File: src/rtl/mvx_pkg.sv
package mvx_pkg;

   typedef enum logic [2:0] {
      MVX_MOVE = 3'd0,
      MVX_ZEXT = 3'd1,
      MVX_SEXT = 3'd2,
      MVX_XCHG = 3'd3,
      MVX_LPTR = 3'd4
   } mvx_op_e;

   localparam logic [1:0] LOC_REG = 2'd0;
   localparam logic [1:0] LOC_MEM = 2'd1;
   localparam logic [1:0] LOC_IMM = 2'd2;

   typedef enum logic [2:0] {
      ST_IDLE,
      ST_READ,
      ST_SEG,
      ST_WRITE,
      ST_FIN
   } mvx_state_e;

   // Decoded plan for one operation
   typedef struct packed {
      logic       illegal;
      logic [3:0] n_rd;
      logic [3:0] n_wr;
      logic       seg;
      logic       sext;
      logic [1:0] ext_sz;
      logic [1:0] dst_sz;
   } mvx_plan_t;

endpackage

File: src/rtl/mvx_decode.sv
module mvx_decode
   import mvx_pkg::*;
#(
   parameter int MAXB = 4
) (
   input  logic [2:0] op,
   input  logic [1:0] dst_loc,
   input  logic [1:0] src_loc,
   input  logic [1:0] dst_sz,
   input  logic [1:0] src_sz,
   output mvx_plan_t  plan
);

   localparam int         MAXSZ   = $clog2(MAXB);
   localparam logic [1:0] MAXSZ_C = 2'(MAXSZ);

   logic [3:0] dbytes;
   logic [3:0] sbytes;
   logic       bad;

   assign dbytes = 4'd1 << dst_sz;
   assign sbytes = 4'd1 << src_sz;

   always_comb begin
      plan        = '0;
      bad         = (dst_sz > MAXSZ_C) || (dst_loc == 2'd3) || (src_loc == 2'd3);
      plan.dst_sz = dst_sz;
      plan.ext_sz = dst_sz;
      case (op)
         MVX_MOVE: begin
            bad = bad || (dst_loc == LOC_IMM) || (src_sz != dst_sz)
                      || (dst_loc == LOC_MEM && src_loc == LOC_MEM);
            plan.n_rd = (src_loc == LOC_MEM) ? dbytes : 4'd0;
            plan.n_wr = (dst_loc == LOC_MEM) ? dbytes : 4'd0;
         end
         MVX_ZEXT, MVX_SEXT: begin
            bad = bad || (dst_loc != LOC_REG) || (src_loc == LOC_IMM)
                      || (src_sz >= dst_sz);
            plan.n_rd   = (src_loc == LOC_MEM) ? sbytes : 4'd0;
            plan.ext_sz = src_sz;
            plan.sext   = (op == MVX_SEXT);
         end
         MVX_XCHG: begin
            bad = bad || (dst_loc != LOC_MEM) || (src_loc != LOC_REG)
                      || (src_sz != dst_sz);
            plan.n_rd = dbytes;
            plan.n_wr = dbytes;
         end
         MVX_LPTR: begin
            bad = bad || (dst_loc != LOC_REG) || (src_loc != LOC_MEM)
                      || (dst_sz == 2'd0);
            plan.n_rd = dbytes;
            plan.seg  = 1'b1;
         end
         default: bad = 1'b1;
      endcase
      if (bad) begin
         plan.n_rd = 4'd0;
         plan.n_wr = 4'd0;
         plan.seg  = 1'b0;
      end
      plan.illegal = bad;
   end

endmodule

File: src/rtl/mvx_extend.sv
module mvx_extend #(
   parameter int NB = 4
) (
   input  logic [8*NB-1:0] data,
   input  logic [1:0]      ext_sz,
   input  logic [1:0]      dst_sz,
   input  logic            sext,
   output logic [8*NB-1:0] dout
);

   localparam int NSZ = $clog2(NB) + 1;

   logic [4:0] sb;
   logic [4:0] db;
   logic       sign;

   assign sb = 5'd1 << ext_sz;
   assign db = 5'd1 << dst_sz;

   // Top bit of the source field
   always_comb begin
      sign = 1'b0;
      for (int s = 0; s < NSZ; s++) begin
         if (ext_sz == 2'(s)) sign = data[8*(1<<s)-1];
      end
   end

   for (genvar b = 0; b < NB; b++) begin : g_lane
      localparam logic [4:0] LN = 5'(b);
      assign dout[8*b +: 8] = (LN < sb) ? data[8*b +: 8] :
                              (LN < db) ? {8{sign & sext}} : 8'h00;
   end

endmodule

File: src/rtl/mvx_seq.sv
module mvx_seq
   import mvx_pkg::*;
#(
   parameter int AW   = 20,
   parameter int MAXB = 4,
   parameter int SEGB = 2
) (
   input  logic                 clk,
   input  logic                 rst_n,
   input  logic                 start,
   input  mvx_plan_t            plan,
   input  logic [8*MAXB-1:0]    reg_in,
   input  logic [AW-1:0]        addr_in,
   output logic                 busy,
   output logic                 mem_req,
   output logic                 mem_we,
   output logic [AW-1:0]        mem_addr,
   output logic [7:0]           mem_wdata,
   input  logic                 mem_ack,
   input  logic [7:0]           mem_rdata,
   output logic                 done,
   output logic                 err,
   output mvx_plan_t            plan_q,
   output logic [8*MAXB-1:0]    data_o,
   output logic [8*SEGB-1:0]    seg_o
);

   localparam int IXW  = $clog2(MAXB);
   localparam int SIXW = $clog2(SEGB);

   mvx_state_e                  state_q;
   logic [3:0]                  idx_q;
   logic [AW-1:0]               base_q;
   logic [MAXB-1:0][7:0]        dq;
   logic [MAXB-1:0][7:0]        wq;
   logic [SEGB-1:0][7:0]        sq;
   logic                        err_q;
   logic [3:0]                  off;

   assign busy      = (state_q != ST_IDLE);
   assign mem_req   = (state_q == ST_READ) || (state_q == ST_SEG) || (state_q == ST_WRITE);
   assign mem_we    = (state_q == ST_WRITE);
   assign off       = (state_q == ST_SEG) ? (plan_q.n_rd + idx_q) : idx_q;
   assign mem_addr  = base_q + AW'(off);
   assign mem_wdata = wq[idx_q[IXW-1:0]];
   assign done      = (state_q == ST_FIN);
   assign err       = err_q;
   assign data_o    = dq;
   assign seg_o     = sq;

   always_ff @(posedge clk or negedge rst_n) begin
      if (!rst_n) begin
         state_q <= ST_IDLE;
         idx_q   <= '0;
         base_q  <= '0;
         dq      <= '0;
         wq      <= '0;
         sq      <= '0;
         err_q   <= 1'b0;
         plan_q  <= '0;
      end else begin
         err_q <= 1'b0;
         case (state_q)
            ST_IDLE: begin
               if (start) begin
                  if (plan.illegal) begin
                     err_q <= 1'b1;
                  end else begin
                     plan_q <= plan;
                     base_q <= addr_in;
                     dq     <= reg_in;
                     wq     <= reg_in;
                     sq     <= '0;
                     idx_q  <= '0;
                     if (plan.n_rd != 4'd0)      state_q <= ST_READ;
                     else if (plan.n_wr != 4'd0) state_q <= ST_WRITE;
                     else                        state_q <= ST_FIN;
                  end
               end
            end
            ST_READ: begin
               if (mem_ack) begin
                  dq[idx_q[IXW-1:0]] <= mem_rdata;
                  if (idx_q == plan_q.n_rd - 4'd1) begin
                     idx_q <= '0;
                     if (plan_q.seg)                state_q <= ST_SEG;
                     else if (plan_q.n_wr != 4'd0)  state_q <= ST_WRITE;
                     else                           state_q <= ST_FIN;
                  end else begin
                     idx_q <= idx_q + 4'd1;
                  end
               end
            end
            ST_SEG: begin
               if (mem_ack) begin
                  sq[idx_q[SIXW-1:0]] <= mem_rdata;
                  if (idx_q == 4'(SEGB - 1)) begin
                     idx_q   <= '0;
                     state_q <= ST_FIN;
                  end else begin
                     idx_q <= idx_q + 4'd1;
                  end
               end
            end
            ST_WRITE: begin
               if (mem_ack) begin
                  if (idx_q == plan_q.n_wr - 4'd1) begin
                     idx_q   <= '0;
                     state_q <= ST_FIN;
                  end else begin
                     idx_q <= idx_q + 4'd1;
                  end
               end
            end
            default: state_q <= ST_IDLE;
         endcase
      end
   end

endmodule

File: src/rtl/mvx_engine.sv
module mvx_engine
   import mvx_pkg::*;
#(
   parameter int AW   = 20,
   parameter int MAXB = 4,
   parameter int SEGB = 2
) (
   input  logic                clk,
   input  logic                rst_n,
   input  logic                start,
   input  logic [2:0]          op,
   input  logic [1:0]          dst_loc,
   input  logic [1:0]          src_loc,
   input  logic [1:0]          dst_sz,
   input  logic [1:0]          src_sz,
   input  logic [8*MAXB-1:0]   reg_in,
   input  logic [AW-1:0]       addr_in,
   output logic                busy,
   output logic                mem_req,
   output logic                mem_we,
   output logic [AW-1:0]       mem_addr,
   output logic [7:0]          mem_wdata,
   input  logic                mem_ack,
   input  logic [7:0]          mem_rdata,
   output logic                done,
   output logic                err,
   output logic [8*MAXB-1:0]   result,
   output logic [8*SEGB-1:0]   seg_val
);

   localparam int DW = 8 * MAXB;

   if (!(MAXB == 2 || MAXB == 4 || MAXB == 8)) begin : g_bad_maxb
      $error("mvx_engine: MAXB must be 2, 4 or 8");
   end
   if (!(SEGB == 2 || SEGB == 4)) begin : g_bad_segb
      $error("mvx_engine: SEGB must be 2 or 4");
   end
   if (AW < 4) begin : g_bad_aw
      $error("mvx_engine: AW must be at least 4");
   end

   mvx_plan_t         plan_d;
   mvx_plan_t         plan_q;
   logic [DW-1:0]     data_q;

   mvx_decode #(.MAXB(MAXB)) u_dec (
      .op      (op),
      .dst_loc (dst_loc),
      .src_loc (src_loc),
      .dst_sz  (dst_sz),
      .src_sz  (src_sz),
      .plan    (plan_d)
   );

   mvx_seq #(.AW(AW), .MAXB(MAXB), .SEGB(SEGB)) u_seq (
      .clk       (clk),
      .rst_n     (rst_n),
      .start     (start),
      .plan      (plan_d),
      .reg_in    (reg_in),
      .addr_in   (addr_in),
      .busy      (busy),
      .mem_req   (mem_req),
      .mem_we    (mem_we),
      .mem_addr  (mem_addr),
      .mem_wdata (mem_wdata),
      .mem_ack   (mem_ack),
      .mem_rdata (mem_rdata),
      .done      (done),
      .err       (err),
      .plan_q    (plan_q),
      .data_o    (data_q),
      .seg_o     (seg_val)
   );

   mvx_extend #(.NB(MAXB)) u_ext (
      .data   (data_q),
      .ext_sz (plan_q.ext_sz),
      .dst_sz (plan_q.dst_sz),
      .sext   (plan_q.sext),
      .dout   (result)
   );

endmodule

File: config.mk
export PLATFORM = sky130hd
export DESIGN_NAME = mvx_engine
export DESIGN_NICKNAME = d
export VERILOG_FILES = /design/src/rtl/mvx_pkg.sv /design/src/rtl/mvx_decode.sv /design/src/rtl/mvx_extend.sv /design/src/rtl/mvx_seq.sv /design/src/rtl/mvx_engine.sv
export SDC_FILE = /design/constraint.sdc
export NUM_CORES = 1
export LEC_CHECK = 0
export BUFFER_PORTS_ARGS = -buffer_cell sky130_fd_sc_hd__buf_2
export CORE_UTILIZATION = 35
export DETAILED_ROUTE_END_ITERATION = 10
export SLEW_MARGIN = 40
export SYNTH_ARGS = -nofsm -noshare
export SYNTH_HDL_FRONTEND = slang
export SYNTH_SLANG_ARGS = --single-unit
File: constraint.sdc
create_clock -name clk -period 4.4 [get_ports clk]
set_clock_uncertainty 0.2 [all_clocks]
set_input_delay 0.22 -clock clk [delete_from_list [all_inputs] [get_ports clk]]
set_output_delay 0.22 -clock clk [all_outputs]
set_load 0.005 [all_outputs]
### Word level (Yosys, flattened, before mapping)

Index checks and enable logic that the tools add are counted.
Widths: inputs -> output; s select.

| operators by class | value |
|---|---|
| add/sub/neg operators | 5 |
| magnitude comparators | 14 |
| equality and inequality tests | 30 |
| shifts and indexed selects | 4 |
| multiplexer cells | 62 |
| bitwise operators | 2 |
| reductions and logical operators | 38 |

Operator list:

| cell | number |
|---|---|
| $mux 32 | 3 |
| $mux 8 | 11 |
| $pmux 32 s2 | 1 |
| $mux 16 | 3 |
| $mux 4 | 12 |
| $mux 3 | 13 |
| $bwmux 32 | 1 |
| $pmux 16 s2 | 1 |
| $add 20x4->20 | 1 |
| $lt 1x5->1 const A | 4 |
| $lt 2x5->1 const A | 4 |
| $bmux 8 s2 | 1 |
| $bwmux 16 | 1 |
| $demux 8 s2 | 1 |
| $pmux 4 s4 | 1 |
| $reduce_bool 4->1 | 4 |
| $logic_or 1x1->1 | 15 |
| $eq 3x2->1 const B | 4 |
| $ne 2x2->1 const B | 6 |
| $pmux 3 s4 | 1 |
| $pmux 4 s3 | 1 |
| $eq 2x2->1 const B | 5 |
| $shl 1x2->5 const A | 2 |
| $mux 9 | 1 |
| other kinds (33) | 58 |

| word-level totals | value |
|---|---|
| bits in registers | 122 |
| input port bits | 75 |
| logic and storage cells | 175 |

### Logic depth before layout (Yosys ltp)

| depth | value |
|---|---|
| word-level depth | 14 |
| depth in mapped cells | 13 |
| gate-level depth less buffers | 13 |

### Modules after synthesis

A second synthesis with hierarchy kept.

| unflattened totals | value |
|---|---|
| cell total of the unflattened synthesis | 670 |
| area, all modules | 7160.6 µm² |

Modules (own cells, without submodules):

| module | times used | cells an instance | area an instance (µm²) |
|---|---|---|---|
| mvx_seq | 1 | 540 | 6283.5 |
| mvx_decode | 1 | 64 | 474.2 |
| mvx_extend | 1 | 66 | 402.9 |

### Worst setup path after synthesis

OpenSTA, ideal clock, no wires.

| timing path | value |
|---|---|
| path kind | flip-flop to output port |
| start | register u_seq.state_q[1] |
| end | output port mem_addr[12] |
| data arrival time | 2.750 ns |
| path slack | 1.230 ns |
| stages on the path, launching flop included | 11 |
| path buffers | 1 |
| path through | dfrtp_1 > clkbuf_1 > nor3b_1 > o21ai_0 > ha_1 > fa_1 > a21o_1 > a21oi_1 > nor2b_1 > and3_1 > xor2_1 |

| on the way | value |
|---|---|
| longest elaborated chain between the ends | 3 |

Ends and longest elaborated chain:

| element | line | RTL |
|---|---|---|
| start: declaration | mvx_seq.sv:31 | `mvx_state_e state_q;` |
| start signal: assignment | mvx_seq.sv:53 | `state_q <= ST_IDLE;` |
| start signal: assignment | mvx_seq.sv:75 | `if (plan.n_rd != 4'd0) state_q <= ST_READ;` |
| start signal: assignment | mvx_seq.sv:76 | `else if (plan.n_wr != 4'd0) state_q <= ST_WRITE;` |
| $eq 3x2->1 | mvx_seq.sv:43 | `assign off = (state_q == ST_SEG) ? (plan_q.n_rd + idx_q) : idx_q;` |
| $mux 4 | mvx_seq.sv:43 |  |
| $add 20x4->20 | mvx_seq.sv:44 | `assign mem_addr = base_q + AW'(off);` |
| end: declaration | mvx_engine.sv:21 | `output logic [AW-1:0] mem_addr,` |

No other way between the ends.

### Worst setup path in the final report

| timing path | value |
|---|---|
| start | register u_seq.idx_q[1] |
| end | output port mem_addr[19] |

| on the way | value |
|---|---|
| longest elaborated chain between the ends | 3 |

Ends and longest elaborated chain:

| element | line | RTL |
|---|---|---|
| start: declaration | mvx_seq.sv:32 | `logic [3:0] idx_q;` |
| start signal: assignment | mvx_seq.sv:90 | `idx_q <= idx_q + 4'd1;` |
| start signal: assignment | mvx_seq.sv:101 | `idx_q <= idx_q + 4'd1;` |
| start signal: assignment | mvx_seq.sv:111 | `idx_q <= idx_q + 4'd1;` |
| $add 4x4->4 | mvx_seq.sv:43 |  |
| $mux 4 (*) | mvx_seq.sv:43 |  |
| $add 20x4->20 (*) | mvx_seq.sv:44 |  |

Every way passes the cells marked *; elsewhere a longest branch is shown, timed or not.

==> impl_metrics.csv <==
group,metric,value,unit
outcome,status,"complete, no violations",
finish,fillCellCount,1718,
synthesis,synth_cells,579,
setup_path,reg2reg_slack,1.38,ns
timing,fin_crit,3.87,ns
synthesis,synth_top_area_share,45.5,%
synthesis,netlist_area,6710,um2
pwr,intPower,2960,uW
hold_path,hold_class,"input pin to flop",
synthesis,ys_seq_area_share,45.5,%
clock_network,h-tree-depth,4,
routing,ant_nets,0,
placement,numPlacedInstances,941,
clock_network,root_buffer,"clkbuf_16",
synthesis,syn_nets,671,
timing,drv_slew,0,
timing,finalCritPeriodShare,88.0,%
global_route,grt_remaining_overflow,0,
timing,clock.fmax,258,MHz
placement,port_buffers,155,
timing,rsz0062_at_grt,"false",
floorplanning,rows,50,
clock_network,numCtsBuffers,17,
clock_network,clk_pin_slew,0.05,ns
finish,syn2layout_area_growth,33.8,%
global_route,grtUsageTotal,19.8,%
finish,fin_cells,1046,
pwr,cellLeakagePower,0.00442,uW
timing,hold_viol_final,0,
timing,worst_slack,0.527,ns
setup_path,crit_type,"flop to output port",
synthesis,yosysWarnings,0,
floorplanning,die_area,19700,um2
pwr,p_clk_share,33.0,%
routing,routed_wl,18900,um
synthesis,async_reset_ff_share,100,%
synthesis,synth.avg_cell_area,11.6,um2
finish,final_common_cell,"buf_2",
clock_network,cts_num_sinks,122,
synthesis,synth_edf_count,0,
global_route,grt_max_degree,56,
clock_network,clk-insertion-delay-late,0.41,ns
clock_network,clockBufferDepth,2,
routing,drtIter0Drc,264,
synthesis,synth_top_cell_by_area,"dfrtp_1",
setup_path,worstSetupStartpointType,"flop",
global_route,grt_pass1_vias,5441,
finish,fin_nets,889,
finish,seq_area,3050,um2
finish,layout_common_cells,"buf_2, dfrtp_1, dlygate4sd3_1, mux2_4, nand2_1",
setup_path,cp.arrival,3.45,ns
routing,first_pass_iters,5,
timing,slew_headroom,52.5,%
timing,fin_setup_tns,0,ns
run,cap_violations,0,
clock_network,cts_tree,"yes",
finish,multiInputGateArea,3410,um2
synthesis,synth_area_leaders,"dfrtp_1, mux2_4, a2bb2oi_1",
pwr,switching_power,1250,uW
synthesis,yosys_register_bits,122,
synthesis,ys.flop_type,"dfrtp_1",
pwr,pwr-share-comb,28.4,%
setup_path,crit_path_max_fanout,9,
finish,drive_gt1_share,34.6,%
floorplanning,io_pins,156,
floorplanning,core_area,18800,um2
pwr,p_seq_share,38.6,%
placement,gp_congestion,0.849,
global_route,grt_pass1_wl,29900,um
routing,drc_errors,0,
floorplanning,die_w,140,um
pwr,ir_worst_vdd,0.000249,V
routing,viasPerCell,5.14,
floorplanning,fp.dieH,140,um
placement,dpl.hpwl,13500,um
routing,vias,5381,
timing,worst_pin_slew,0.713,ns
timing,setup_viol,0,
setup_path,crit_path_end_kind,"output port",
synthesis,yosys.cell_types.count,63,
global_route,antenna_found_initial,1,
setup_path,cp.required,3.98,ns
placement,dp_slack,0.803,ns
routing,wl_per_cell,18.0,um
pwr,powerDensity,468,nW/um2
floorplanning,initial_utilization,35.7,%
pwr,swShare,29.6,%
==> state kept, by name (all words and copies together) (netlist names) <==
signal	count
u_seq.state_q	3
u_seq.err	1
u_seq.idx_q	4
u_seq.seg_o	16
u_seq.data_o	32
u_seq.wq	32
u_seq.plan_q	14
u_seq.base_q	20
==> per-stage QoR <==
step           utilization [%]  power, uW  hold WS [ns]  area (um2)
2_1_floorplan                -       2320        -0.276        6710
3_3_place_gp              40.9       2770         0.125        7670
3_5_place_dp              40.9       2780         0.127        7680
4_1_cts                   47.7       4240      0.000773        8950
5_1_grt                   47.8       4430        0.0536        8970
6_report                  47.8       4200        0.0156        8970
==> area by class of cell <==
class / instances / share of cell area [%]
clock inverter: 13 / 1.60
clock buffer: 19 / 4.94
sequential: 122 / 34.0
inverter: 17 / 0.711
multi-input combinational: 403 / 38.0
antenna: 2 / 0.0558
timing repair buffer: 236 / 17.4
tap: 234 / 3.26
==> path summary, 6_finish.rpt <==
check,startpoint,end,depth (start not counted)
worst max register to register,u_seq.state_q[2]$_DFFE_PN0P_,u_seq.data_o[20]$_DFFE_PN0P_,6
worst min register to register,u_seq.seg_o[7]$_DFFE_PN0P_,u_seq.seg_o[7]$_DFFE_PN0P_,1
worst max-delay path,u_seq.idx_q[1]$_DFFE_PN0P_,mem_addr[19],12
max in group asynchronous,rst_n,u_seq.state_q[2]$_DFFE_PN0P_,3
min in group asynchronous,rst_n,u_seq.seg_o[13]$_DFFE_PN0P_,2
worst min-delay path,src_sz[0],u_seq.plan_q[11]$_DFFE_PN0P_,3
==> power by group through the flow <==
stage / combinational [uW] / sequential [uW] / clock (uW)
global route: 1300 / 1660 / 1460
CTS: 1200 / 1620 / 1410
detailed placement: 1150 / 1640 / 0
floorplan: 780 / 1540 / 0
global placement: 1140 / 1630 / 0
finish: 1190 / 1620 / 1390
==> layer usage <==
layer  vias to the layer above  part of all wire [%]  wire length, um  track usage (%)
li1                       2582                     -                -                -
met1                      2601                    47             8770             27.2
met2                       168                    46             8750             30.6
met3                        30                   4.6              873             3.49
met4                         0                   2.4              450             8.21
met5                         -                     0                0                0
==> repair_timing <==
action	in CTS	in global routing
buffers inserted	0	2
setup endpoints to repair	0	1
gates resized for setup	0	0
hold endpoints to repair	149	0
hold buffers	69	0
==> cells in the mapped netlist (8+ instances only) <==
master and count:
a21o_1 29, nand2_1 42, a21oi_1 11, o22ai_1 32, xnor2_1 19, clkbuf_1 24, mux4_2 8, inv_1 17
mux2_4 49, ha_1 15, dfrtp_1 122, xor2_1 13, a2bb2oi_1 28, a22o_1 16, o21ai_0 20, nor2_1 31
mux2_2 8
==> kinds of logic after synthesis <==
kind of cell    after synthesis  share of synthesized area, %
compound gates              174                          19.5
xor+xnor                     33                          4.53
fa+ha+maj                    17                          3.39
buf+inv                      54                          3.84
flops                       122                          45.5
mux                          66                          15.1
simple gates                113                          8.11
==> worst max-delay path, cell delays in order (launching register included) <==
cell and delay, ns:
dfrtp_1 0.56, inv_1 0.19, fa_1 0.48, o21ai_0 0.34
ha_1 0.31, a21o_1 0.15, a21oi_1 0.21, nor2b_1 0.12
o211ai_1 0.19, buf_4 0.16, nor3_1 0.06, xor2_1 0.14
buf_2 0.13
No activity file was read; power rests on OpenSTA's default activity.
